$ cat config.mk
export PLATFORM = sky130hd
export DESIGN_NAME = pc_break_unit
export DESIGN_NICKNAME = d
export VERILOG_FILES = /design/src/rtl/pcb_pkg.sv /design/src/rtl/pcb_addr_cmp.sv /design/src/rtl/pcb_channel.sv /design/src/rtl/pc_break_unit.sv
export SDC_FILE = /design/constraint.sdc
export NUM_CORES = 1
export LEC_CHECK = 0
export CORE_UTILIZATION = 39
export DETAILED_ROUTE_END_ITERATION = 6
export PLACE_DENSITY_LB_ADDON = 0.05
export REMOVE_ABC_BUFFERS = 1
export SYNTH_ARGS = -nofsm -noshare
export SYNTH_HDL_FRONTEND = slang
export SYNTH_SLANG_ARGS = --single-unit
$ cat constraint.sdc
create_clock -name clk -period 2 [get_ports clk]
set_input_delay 0.4 -clock clk [delete_from_list [all_inputs] [get_ports clk]]
set_output_delay 0.4 -clock clk [all_outputs]
set_load 0.01 [all_outputs]
$ cat src/rtl/pcb_pkg.sv
// Shared types for the program-counter break comparator.
// Assumes an 8-bit control byte; field order is fixed by the register decode.
package pcb_pkg;

    typedef enum logic [1:0] {
        COND_FETCH = 2'b00,
        COND_RD    = 2'b01,
        COND_WR    = 2'b10,
        COND_RW    = 2'b11
    } cond_e;

    typedef struct packed {
        logic       flag;    // bit 7: sticky match flag
        logic       dma_ok;  // bit 6: allow transfer-controller cycles
        logic [2:0] mask;    // bits 5:3: low address bits to ignore
        logic [1:0] cond;    // bits 2:1: access type
        logic       ie;      // bit 0: interrupt enable
    } ctrl_t;

endpackage

$ cat src/rtl/pcb_addr_cmp.sv
// Combinational match detector for one channel: masked address compare,
// bus-master qualification and access-type qualification.
// Assumes mask codes above MASK_MAX saturate to MASK_MAX.
module pcb_addr_cmp #(
    parameter int ADDR_W   = 24,
    parameter int MASK_MAX = 4
) (
    input  logic [ADDR_W-1:0] bar,
    input  logic [ADDR_W-1:0] addr,
    input  logic [2:0]        mask_code,
    input  logic [1:0]        cond,
    input  logic              dma_ok,
    input  logic              bus_valid,
    input  logic              bus_dma,
    input  logic              bus_fetch,
    input  logic              bus_write,
    output logic              hit
);
    import pcb_pkg::*;

    logic [3:0]        eff_n;
    logic [ADDR_W-1:0] care;
    logic              addr_eq;
    logic              type_ok;
    logic              master_ok;

    // Saturate the mask code to the largest supported ignore width.
    always_comb begin
        if (int'(mask_code) > MASK_MAX) eff_n = 4'(MASK_MAX);
        else                             eff_n = {1'b0, mask_code};
    end

    // One care bit per address bit: compared only at or above the ignore width.
    for (genvar g = 0; g < ADDR_W; g++) begin : g_care
        assign care[g] = (g >= int'(eff_n));
    end

    assign addr_eq   = ((addr ^ bar) & care) == '0;
    assign master_ok = !bus_dma || dma_ok;

    // Decode the condition code against the cycle type.
    always_comb begin
        case (cond_e'(cond))
            COND_FETCH: type_ok = bus_fetch;
            COND_RD:    type_ok = !bus_fetch && !bus_write;
            COND_WR:    type_ok = !bus_fetch && bus_write;
            default:    type_ok = !bus_fetch;
        endcase
    end

    assign hit = bus_valid && addr_eq && master_ok && type_ok;

endmodule

$ cat src/rtl/pcb_channel.sv
// One break channel: break-address bytes, control byte, sticky flag with
// read-as-1-then-write-0 clearing, and its own interrupt output.
// Assumes the register strobes are already qualified for this channel.
module pcb_channel #(
    parameter int ADDR_W   = 24,
    parameter int NBYTES   = ADDR_W / 8,
    parameter int SLOT_W   = 2,
    parameter int MASK_MAX = 4
) (
    input  logic              clk,
    input  logic              rst_n,
    input  logic              standby,
    input  logic              sel_wr,
    input  logic              sel_rd,
    input  logic [SLOT_W-1:0] slot,
    input  logic [7:0]        wdata,
    input  logic              bus_valid,
    input  logic [ADDR_W-1:0] bus_addr,
    input  logic              bus_dma,
    input  logic              bus_fetch,
    input  logic              bus_write,
    output logic [7:0]        rdata,
    output logic              hit,
    output logic              flag,
    output logic              irq,
    output logic [7:0]        ctrl_o
);
    import pcb_pkg::*;

    localparam logic [SLOT_W-1:0] CTRL_SLOT = SLOT_W'(NBYTES);

    logic [NBYTES-1:0][7:0] bar_q;
    ctrl_t                  ctrl_q;
    logic                   arm_q;
    logic                   ctrl_wr;
    logic                   ctrl_rd;
    logic                   flag_clr;
    logic                   flag_d;

    assign ctrl_wr = sel_wr && (slot == CTRL_SLOT);
    assign ctrl_rd = sel_rd && (slot == CTRL_SLOT);

    // Break-address bytes, one writable slot each; kept through standby.
    for (genvar b = 0; b < NBYTES; b++) begin : g_bar
        always_ff @(posedge clk) begin
            if (!rst_n)                                bar_q[b] <= '0;
            else if (sel_wr && slot == SLOT_W'(b))     bar_q[b] <= wdata;
        end
    end

    pcb_addr_cmp #(
        .ADDR_W   (ADDR_W),
        .MASK_MAX (MASK_MAX)
    ) u_cmp (
        .bar       (bar_q),
        .addr      (bus_addr),
        .mask_code (ctrl_q.mask),
        .cond      (ctrl_q.cond),
        .dma_ok    (ctrl_q.dma_ok),
        .bus_valid (bus_valid),
        .bus_dma   (bus_dma),
        .bus_fetch (bus_fetch),
        .bus_write (bus_write),
        .hit       (hit)
    );

    // A clear needs an armed read and a 0 in bit 7; a new hit wins over it.
    assign flag_clr = ctrl_wr && !wdata[7] && arm_q;
    assign flag_d   = hit || (ctrl_q.flag && !flag_clr);

    // Control byte: software fields from writes, flag from the set/clear rule.
    always_ff @(posedge clk) begin
        if (!rst_n || standby) begin
            ctrl_q <= '0;
        end else begin
            if (ctrl_wr) begin
                ctrl_q.dma_ok <= wdata[6];
                ctrl_q.mask   <= wdata[5:3];
                ctrl_q.cond   <= wdata[2:1];
                ctrl_q.ie     <= wdata[0];
            end
            ctrl_q.flag <= flag_d;
        end
    end

    // Arm state: set by a read that returns the flag as 1, used up by any write.
    always_ff @(posedge clk) begin
        if (!rst_n || standby)           arm_q <= 1'b0;
        else if (ctrl_wr)                arm_q <= 1'b0;
        else if (ctrl_rd && ctrl_q.flag) arm_q <= 1'b1;
    end

    // Read mux over the address bytes and the control byte.
    always_comb begin
        rdata = '0;
        if (slot == CTRL_SLOT) rdata = ctrl_q;
        for (int b = 0; b < NBYTES; b++) begin
            if (slot == SLOT_W'(b)) rdata = bar_q[b];
        end
    end

    assign flag   = ctrl_q.flag;
    assign irq    = ctrl_q.flag && ctrl_q.ie;
    assign ctrl_o = ctrl_q;

endmodule

$ cat src/rtl/pc_break_unit.sv
// Top of the break comparator: decodes the register port onto the channels
// and merges their interrupt outputs into one request line.
// Assumes reg_addr is {channel index, slot index}.
module pc_break_unit #(
    parameter int ADDR_W   = 24,
    parameter int NUM_CH   = 2,
    parameter int MASK_MAX = 4,
    localparam int NBYTES  = ADDR_W / 8,
    localparam int SLOT_W  = $clog2(NBYTES + 1),
    localparam int CH_W    = (NUM_CH > 1) ? $clog2(NUM_CH) : 1,
    localparam int REG_AW  = CH_W + SLOT_W
) (
    input  logic              clk,
    input  logic              rst_n,
    input  logic              standby,
    input  logic [REG_AW-1:0] reg_addr,
    input  logic              reg_wr,
    input  logic              reg_rd,
    input  logic [7:0]        reg_wdata,
    output logic [7:0]        reg_rdata,
    input  logic              bus_valid,
    input  logic [ADDR_W-1:0] bus_addr,
    input  logic              bus_dma,
    input  logic              bus_fetch,
    input  logic              bus_write,
    output logic              irq
);
    logic [CH_W-1:0]             ch_idx;
    logic [SLOT_W-1:0]           slot;
    logic [NUM_CH-1:0][7:0]      rdata_v;
    logic [NUM_CH-1:0][7:0]      ctrl_vec;
    logic [NUM_CH-1:0]           hit_vec;
    logic [NUM_CH-1:0]           flag_vec;
    logic [NUM_CH-1:0]           irq_vec;

    assign ch_idx = reg_addr[REG_AW-1:SLOT_W];
    assign slot   = reg_addr[SLOT_W-1:0];

    for (genvar c = 0; c < NUM_CH; c++) begin : g_ch
        pcb_channel #(
            .ADDR_W   (ADDR_W),
            .NBYTES   (NBYTES),
            .SLOT_W   (SLOT_W),
            .MASK_MAX (MASK_MAX)
        ) u_chan (
            .clk       (clk),
            .rst_n     (rst_n),
            .standby   (standby),
            .sel_wr    (reg_wr && ch_idx == CH_W'(c)),
            .sel_rd    (reg_rd && ch_idx == CH_W'(c)),
            .slot      (slot),
            .wdata     (reg_wdata),
            .bus_valid (bus_valid),
            .bus_addr  (bus_addr),
            .bus_dma   (bus_dma),
            .bus_fetch (bus_fetch),
            .bus_write (bus_write),
            .rdata     (rdata_v[c]),
            .hit       (hit_vec[c]),
            .flag      (flag_vec[c]),
            .irq       (irq_vec[c]),
            .ctrl_o    (ctrl_vec[c])
        );
    end

    // Read data from the addressed channel.
    always_comb begin
        reg_rdata = '0;
        for (int c = 0; c < NUM_CH; c++) begin
            if (ch_idx == CH_W'(c)) reg_rdata = rdata_v[c];
        end
    end

    assign irq = |irq_vec;

endmodule

# ---- Word level (Yosys, flattened, before mapping)
# Index checks and enable logic that the tools add are counted.
dict set report totals {
  reg_bits 66
  inputBits 44
  rom_bits 0
  mem_bits_rw 0
  latch_bits 0
  mem_count 0
  word_cells 127
  output_inout_bits 9
}
dict set report classes {
  n_mul 0
  mux 13
  div_mod_pow 0
  n_eq_ne 7
  shifts 0
  n_addsub 0
  magnitude_cmp 32
  reduce_logical 52
  bitwise 5
}
# operator count
set op_table {}
lappend op_table {{8-bit 2-to-1 mux} 9}
lappend op_table {{4-bit greater-or-equal comparator (first input constant)} 14}
lappend op_table {{24-bit AND} 2}
lappend op_table {{24-bit zero test} 2}
lappend op_table {{24-bit bitwise XOR} 2}
lappend op_table {{3-bit by 4-bit greater-or-equal comparator with 1-bit output (first input constant)} 8}
lappend op_table {{1-bit logical AND} 32}
lappend op_table {{1-bit by 4-bit greater-or-equal comparator with 1-bit output (first input constant)} 4}
lappend op_table {{2-bit by 4-bit greater-or-equal comparator with 1-bit output (first input constant)} 4}
lappend op_table {{2-bit == test (second input constant)} 4}
lappend op_table {{1-bit zero test} 7}
lappend op_table {{2-bit by 1-bit == test with 1-bit output (second input constant)} 3}
lappend op_table {{3-bit greater-than comparator (second input constant)} 2}
lappend op_table {{2-bit zero test} 3}
lappend op_table {{3-bit 2-to-1 mux} 2}
lappend op_table {{1-bit case mux with 3 select lines} 2}
lappend op_table {{2-bit OR reduction} 3}
lappend op_table {{1-bit logical OR} 5}
lappend op_table {{1-bit NOT} 1}

# ---- Depth between registers and ports, before layout
# Gate-level depths: netlist (run 1).
dict set report depth {
  depth_word 9
  mapped_depth 6
  depth_no_buf 5
}

# ---- Cells and area by module
# A second synthesis (run 1) with hierarchy kept.
dict set report hier_totals {
  hier_cells 390
  hier_area_um2 4098.9
}
# module area_each_um2 instances seq_area_each_um2 cells_per_inst
set modules_own_cells {}
lappend modules_own_cells {pcb_channel 1589.0 2 660.6 142}
lappend modules_own_cells {pcb_addr_cmp 379.1 2 0.0 46}
lappend modules_own_cells {pc_break_unit 162.7 1 0.0 14}

# ---- Worst setup path before layout (run 1)
# No wires, ideal clock.
dict set report synth_timing {
  path_kind {in2out}
  from {in reg_addr[0]}
  to {out reg_rdata[6]}
  path_stages 5
  required_ps 1600
  setup_slack_ps 236
  path_buffers 2
  t_arrival_ps 1364
  cell_sequence {buf_4 > buf_6 > mux4_2 > nand2_1 > nand2_1}
}
dict set report synth_between {
  elab_chain_len 6
  word_cells_on_any_way 13
  cone_classes {3 x eq/ne; 9 x mux; 1 x reduce/logical}
}
# element line
set synth_rtl {}
lappend synth_rtl {{start, declared} pc_break_unit.sv:16} ;# input logic [REG_AW-1:0] reg_addr,
lappend synth_rtl {{2-bit == test} pcb_channel.sv:96} ;# if (slot == CTRL_SLOT) rdata = ctrl_q;
lappend synth_rtl {{8-bit 2-to-1 mux} pcb_channel.sv:96}
lappend synth_rtl {{8-bit 2-to-1 mux (3 in a row)} pcb_channel.sv:98} ;# if (slot == SLOT_W'(b)) rdata = bar_q[b];
lappend synth_rtl {{8-bit 2-to-1 mux (*)} pc_break_unit.sv:70} ;# if (ch_idx == CH_W'(c)) reg_rdata = rdata_v[c];
lappend synth_rtl {{end, declared} pc_break_unit.sv:20} ;# output logic [7:0] reg_rdata,
# Every way passes the cells marked *; elsewhere a longest branch is shown, timed or not.

# ---- Final worst setup path (run 1)
dict set report layout_timing {
  from {reg g_ch[0].u_chan.bar_q[6] (netlist name)}
  to {out reg_rdata[6]}
}
dict set report layout_between {
  elab_chain_len 4
}
# element line
set layout_rtl {}
lappend layout_rtl {{start, declared} pcb_channel.sv:32} ;# logic [NBYTES-1:0][7:0] bar_q;
lappend layout_rtl {{start signal, assigned by index} pcb_channel.sv:47} ;# else if (sel_wr && slot == SLOT_W'(b)) bar_q[b] <= wdata;
lappend layout_rtl {{8-bit 2-to-1 mux (3 in a row)} pcb_channel.sv:98}
lappend layout_rtl {{8-bit 2-to-1 mux} pc_break_unit.sv:70}
# Every way passes these cells.

==> metrics, run 1 <==
top-area cell type share of the netlist area 35.4%; drt drc 0; Initial Util 40.4%; share of layout cells above drive strength 1 25.2%; number of synthesized register bits 66; Slew Limit Fails 0; Max transition margin 65.3%; maximum VDD drop 0.000409 V; Yosys cell types 43; Max Freq approximately 0.51 GHz; Crit path required time 1.60 ns; Final Hold Violating Endpoints 0; Detailed Route WL 13300 um; Die H 99.9 um; Boundary Pins 53; final net count ~600; Final Core Density a little under three fifths; HP Class reg2reg; Antenna Nets Post-Route 0; RSZ-0062 raised after global routing false; total power roughly 3.2 mW; CTS sink cnt 66; clock skew 0.00929 ns; number of global-route vias before repair 3402; clock buffer depth 2; Row Count 35; Fill cells 864; sequential share of the synthesized area between 30 and 40%; crit share post-route a little over nine tenths; sequential cell area 1350 um2; Worst R2R Setup Slack 0.30 ns; CTS tree done; TNS Setup 0 ns; core region area slightly above 9000 um2; Setup Viol. Count Final 0; Multi-input gate area 2250 um2; CTS root buffer clkbuf_8; Yosys Warn Count 0; Synth top cells by count nand2_1, dfxtp_1, a21boi_0, xnor2_1, xor2_1; Syn Inst Count 434; GP Congestion 0.916; Leak about 1.9 nW; PortBufs 52; vias 3609; initial antenna violation count 0; n_diodes 0; syn avg cell area 8.61 um2; Die Footprint about 10000 um2; CP most frequent cell nand2_1; Area Overhead vs Synth 37.5%; chip width 99.9 um; power per standard cell area 618 nW/um2; grt ovf 0; post-DP HPWL 9860 um; startpoint types flip-flop; CTS Buf Count 9; drt first pass iters 5; CP max FO 3; async set-or-reset flop fraction in the synthesized netlist 0%; first-pass GRT wire length ~20000 um; number of flops mapped to enable cells by yosys 0; outcome completed; CTS H-tree lvls 3; Synth area leader dfxtp_1; main area contributors after synthesis dfxtp_1, nand2_1, a21boi_0; wire per inst approximately 20 um; Setup crit end kind output port; crit-path cells mux4_2 -> nand2_1 -> nand2_1 -> dlygate4sd2_1; CP arrival 1.55 ns; Worst-path clk slew 0.07 ns; clk_lat worst skew 0.36 ns; Top FF cell, synth dfxtp_1; initial drt markers 254; count leader, synth nand2_1; Worst-Margin Slew 0.508 ns; max cap viols 0; Total Routing Usage GR 28.4%; post-layout minimum cycle time 1.95 ns; crit path kind reg2out; Cell Area, Synth 3730 um2; largest net degree at the start of global routing 49; CP max stage cell mux4_2; routed vias/inst between 5 and 6; Crit path largest cell delay 0.45 ns
[what timing repair did]
item	in CTS	in global routing
pin swaps	0	0
cloned	2	0
buffers inserted	2	3
hold buffers	0	0
endpoints found under the setup margin	8	9
gates resized for setup	38	29
[flip-flops by register name, indices dropped and copies added, names as in the netlist]
name / cells
g_ch.u_chan.bar_q: 48
g_ch.u_chan.arm_q: 2
g_ch.u_chan.ctrl_o: 14
g_ch.u_chan.flag: 2
[power breakdown]
part	leakage, nW	internal [mW]	switching [mW]
Combinational	1.23	0.259	0.249
Clock	0.117	0.771	0.540
Sequential	0.544	1.33	0.0235
Total	1.89	2.36	0.813
[stage by stage]
step | hold WS (ns) | instances | setup WS (ns) | area, um2
floorplan | 0.441 | 411 | 0.532 | 3610
global placement | 0.468 | 653 | -0.649 | 4810
detailed placement | 0.470 | 653 | -0.672 | 4810
CTS | 0.486 | 673 | 0.00116 | 5090
global route | 0.502 | 676 | 0.00121 | 5140
finish | 0.481 | 676 | 0.0536 | 5140
[cells in the final DEF (no fill, tap or decap), drive strengths merged]
cell             n
and3             1
xor2            18
a22o             1
inv              5
xnor2           30
mux4            16
nor2             8
o211ai           2
nor3             6
mux2             2
a21oi           16
a21boi          48
and2b            2
o21ai            7
clkbuf          16
bufinv           2
nor2b            2
nand3            6
dfxtp           66
clkinv           2
buf             70
nand2          154
dlymetal6s2s     1
nand4            7
nor4             3
clkdlybuf4s50   41
clkdlybuf4s15    3
a31oi            2
o2111ai          2
a2111oi          2
nand2b           3
o311ai           2
dlygate4sd2      1
[layer usage]
metal  track usage (%)  routed length (um)
met1              39.6                5960
met2              45.3                6160
met3              4.74                1040
met4              7.92                 177
met5                 0                   0
[area by class of cell]
type | count | share of cell area (%)
clock buffers | 12 | 3.02
repair buffers | 120 | 21.8
clock inverters | 4 | 1.44
inverters | 5 | 0.365
flip-flops and latches | 66 | 26.4
multi-input cells | 340 | 43.8
well taps | 129 | 3.14
[kinds of logic (layout without fill, tap and decap cells)]
| kind of cell | count (synthesis) | in the layout | synth area share [%] |
|---|---|---|---|
| multiplexers | 18 | 18 | 11.2 |
| flip-flops | 66 | 66 | 35.4 |
| XOR/XNOR | 48 | 48 | 11.3 |
| AND/OR/NAND/NOR | 192 | 192 | 23.3 |
| buffers and inverters | 28 | 141 | 3.78 |
| AO/OA/AOI/OAI | 82 | 82 | 15.1 |
[worst max-delay path, delay by kind of cell (launching register included)]
| family | cells | cell delay (ns) |
|---|---|---|
| muxes | 1 | 0.45 |
| DFF | 1 | 0.35 |
| buffers and inverters | 1 | 0.27 |
| and+or+nand+nor | 2 | 0.12 |
[worst paths after layout]
| path | startpoint | to | cells past startpoint |
|---|---|---|---|
| worst max-delay path | g_ch[0].u_chan.bar_q[6] | reg_rdata[6] | 4 |
| worst min-delay path | g_ch[0].u_chan.bar_q[7] | g_ch[0].u_chan.bar_q[7] | 2 |
| worst max register to register | g_ch[0].u_chan.bar_q[14] | g_ch[0].u_chan.flag | 7 |
| worst min register to register | g_ch[0].u_chan.bar_q[7] | g_ch[0].u_chan.bar_q[7] | 2 |
No activity file was read; power rests on OpenSTA's default activity.
==> run 2: changes to the inputs <==
==> constraint.sdc (replaced) <==
create_clock -name clk -period 2 [get_ports clk]
set_input_delay 0.4 -clock clk [delete_from_list [all_inputs] [get_ports clk]]
set_output_delay 0.4 -clock clk [all_outputs]
set_load 0.05 [all_outputs]
==> run 2 against run 1 <==
Final cell count shrank 1.5%. Wire length shrank 2.1%. Maximum frequency grew 0.19%. Register-to-register slack lost 0.02 ns. Hold slack lost 0.0035 ns. Die area is the same. Design area shrank 2.3%. Setup slack gained 0.0038 ns. Critical path type is now in2out. Clock skew shrank 0.0031 ns.
==> metrics, run 2 (synthesized netlist as in run 1, its figures left out) <==
largest net degree at the start of global routing 49; initial drt markers between 200 and 300; Leak 1.85 nW; Boundary Pins 53; Row Count 35; Fill cells roughly 860; Die Footprint approximately 10000 um2; GP Congestion 0.870; startpoint types input port; hold_ws 0.477 ns; Worst R2R End g_ch[0].u_chan.flag; routed vias/inst 5.23; initial antenna violation count 0; Top reg by flops g_ch.u_chan.bar_q; CP startpoint reg_addr[1]; maximum VDD drop 0.000430 V; share of layout cells above drive strength 1 20.3%; most frequent cells in the layout nand2_1, dfxtp_1, buf_4; outcome completed; CTS H-tree lvls 3; grt ovf 0; Slew Limit Fails 0; crit path kind in2out; CP arrival 1.54 ns; Die H 99.9 um; Largest register FFs between 40 and 50; Setup crit end kind output port; RSZ-0062 raised after global routing false; CTS tree done; number of global-route vias before repair 3305; final net count about 580; Worst-path clk slew 0.08 ns; CTS sink cnt 66; drt drc 0; Initial Util between 40% and 50%; Worst R2R Setup Slack 0.28 ns; Final Hold Violating Endpoints 0; Antenna Nets Post-Route 0; PortBufs 52; Detailed Route WL about 13000 um; first-pass GRT wire length 19900 um; Max Freq 0.515 GHz; crit share post-route 97.1%; Final WS setup 0.0573 ns; drt first pass iters 7; post-layout minimum cycle time 1.94 ns; clock skew 0.00621 ns; DP Worst Slack -0.376 ns; clock buffer depth 2; n_diodes 0; Area Overhead vs Synth 34.4%; Crit path required time 1.60 ns; clk_lat worst skew 0.34 ns; power per standard cell area about 610 nW/um2; commonest non-fill, non-tap cell in the layout nand2_1; CP max FO 7; CTS root buffer clkbuf_8; Max transition margin 68.8%; CP endpoint reg_rdata[0]; worst reg2reg path depth 7; HP Class reg2reg; vias about 3500; max cap viols 0; Worst-Margin Slew 0.456 ns; CTS Buf Count 9; wire per inst 19.6 um; Setup Viol. Count Final 0; reg2reg start g_ch[0].u_chan.bar_q[14]; chip width 99.9 um; core region area approximately 9200 um2; post-DP HPWL between 9000 and 10000 um; Total Routing Usage GR between 20 and 30%; CTS Hold Bufs 0
==> run 2: cell count changes in the layout (fill, tap and decap cells not counted), moves of 4 or more <==
cell | before | now
dfxtp_2 | 14 | 0
mux4_1 | 2 | 8
clkbuf_2 | 4 | 0
mux4_2 | 14 | 8
dfxtp_1 | 48 | 66
dfxtp_4 | 4 | 0
==> run 2: critical path, stage by stage <==
cell and delay, ns:
buf_4 0.13, buf_12 0.15, mux4_1 0.55, nand2_1 0.08
nand2_1 0.07, buf_6 0.15
==> run 2: per-layer routing <==
layer | track usage [%] | vias to the layer above | wire [um]
met5 | 0 | - | 0
met4 | 7.01 | 0 | 157
met3 | 4.32 | 12 | 784
met2 | 43.8 | 128 | 6030
met1 | 39.8 | 1669 | 6080
li1 | - | 1675 | -
==> run 2: cell type report <==
type,count,area (um2),share of cell area [%]
multi-input combinational,340,2270,45.3
sequential,66,1320,26.3
tap,129,161,3.22
clock inverter,4,50.0,0.997
inverter,5,18.8,0.374
timing repair buffer,110,1040,20.7
clock buffer,12,155,3.09
==> run 2: power by group <==
group	switching (mW)	internal, mW	leakage (nW)
Combinational	0.256	0.255	1.22
Sequential	0.0228	1.34	0.533
Clock	0.533	0.643	0.0986
==> run 2: per-stage QoR <==
stage / utilization, % / instances / total power, mW / TNS, ns / area, um2
finish: 54.3 / 666 / 3.05 / 0 / 5020
detailed placement: 51.2 / 647 / 1.87 / -4.00 / 4730
global placement: 51.2 / 647 / 1.87 / -3.44 / 4730
floorplan: - / 411 / 1.56 / 0 / 3610
CTS: 54.3 / 666 / 3.06 / 0 / 5010
global route: 54.3 / 666 / 3.17 / 0 / 5020
==> run 2: repair_timing <==
action / in CTS / in global routing
cloned: 2 / 0
buffers inserted: 1 / 0
setup endpoints to repair: 8 / 8
resized for setup: 15 / 3
==> run 2: how the worst min path moves through the flow <==
stage	startpoint	slack, ns	to	cells after the start
3_3_place_gp	g_ch[1].u_chan.ctrl_o[6]	0.47	g_ch[1].u_chan.ctrl_o[6]	2
5_1_grt	g_ch[1].u_chan.ctrl_o[6]	0.51	g_ch[1].u_chan.ctrl_o[6]	2
6_report	g_ch[1].u_chan.ctrl_o[6]	0.48	g_ch[1].u_chan.ctrl_o[6]	2
3_5_place_dp	g_ch[1].u_chan.ctrl_o[6]	0.46	g_ch[1].u_chan.ctrl_o[6]	2
2_1_floorplan	g_ch[0].u_chan.ctrl_o[4]	0.44	g_ch[0].u_chan.ctrl_o[4]	2
4_1_cts	g_ch[1].u_chan.ctrl_o[6]	0.48	g_ch[1].u_chan.ctrl_o[6]	2
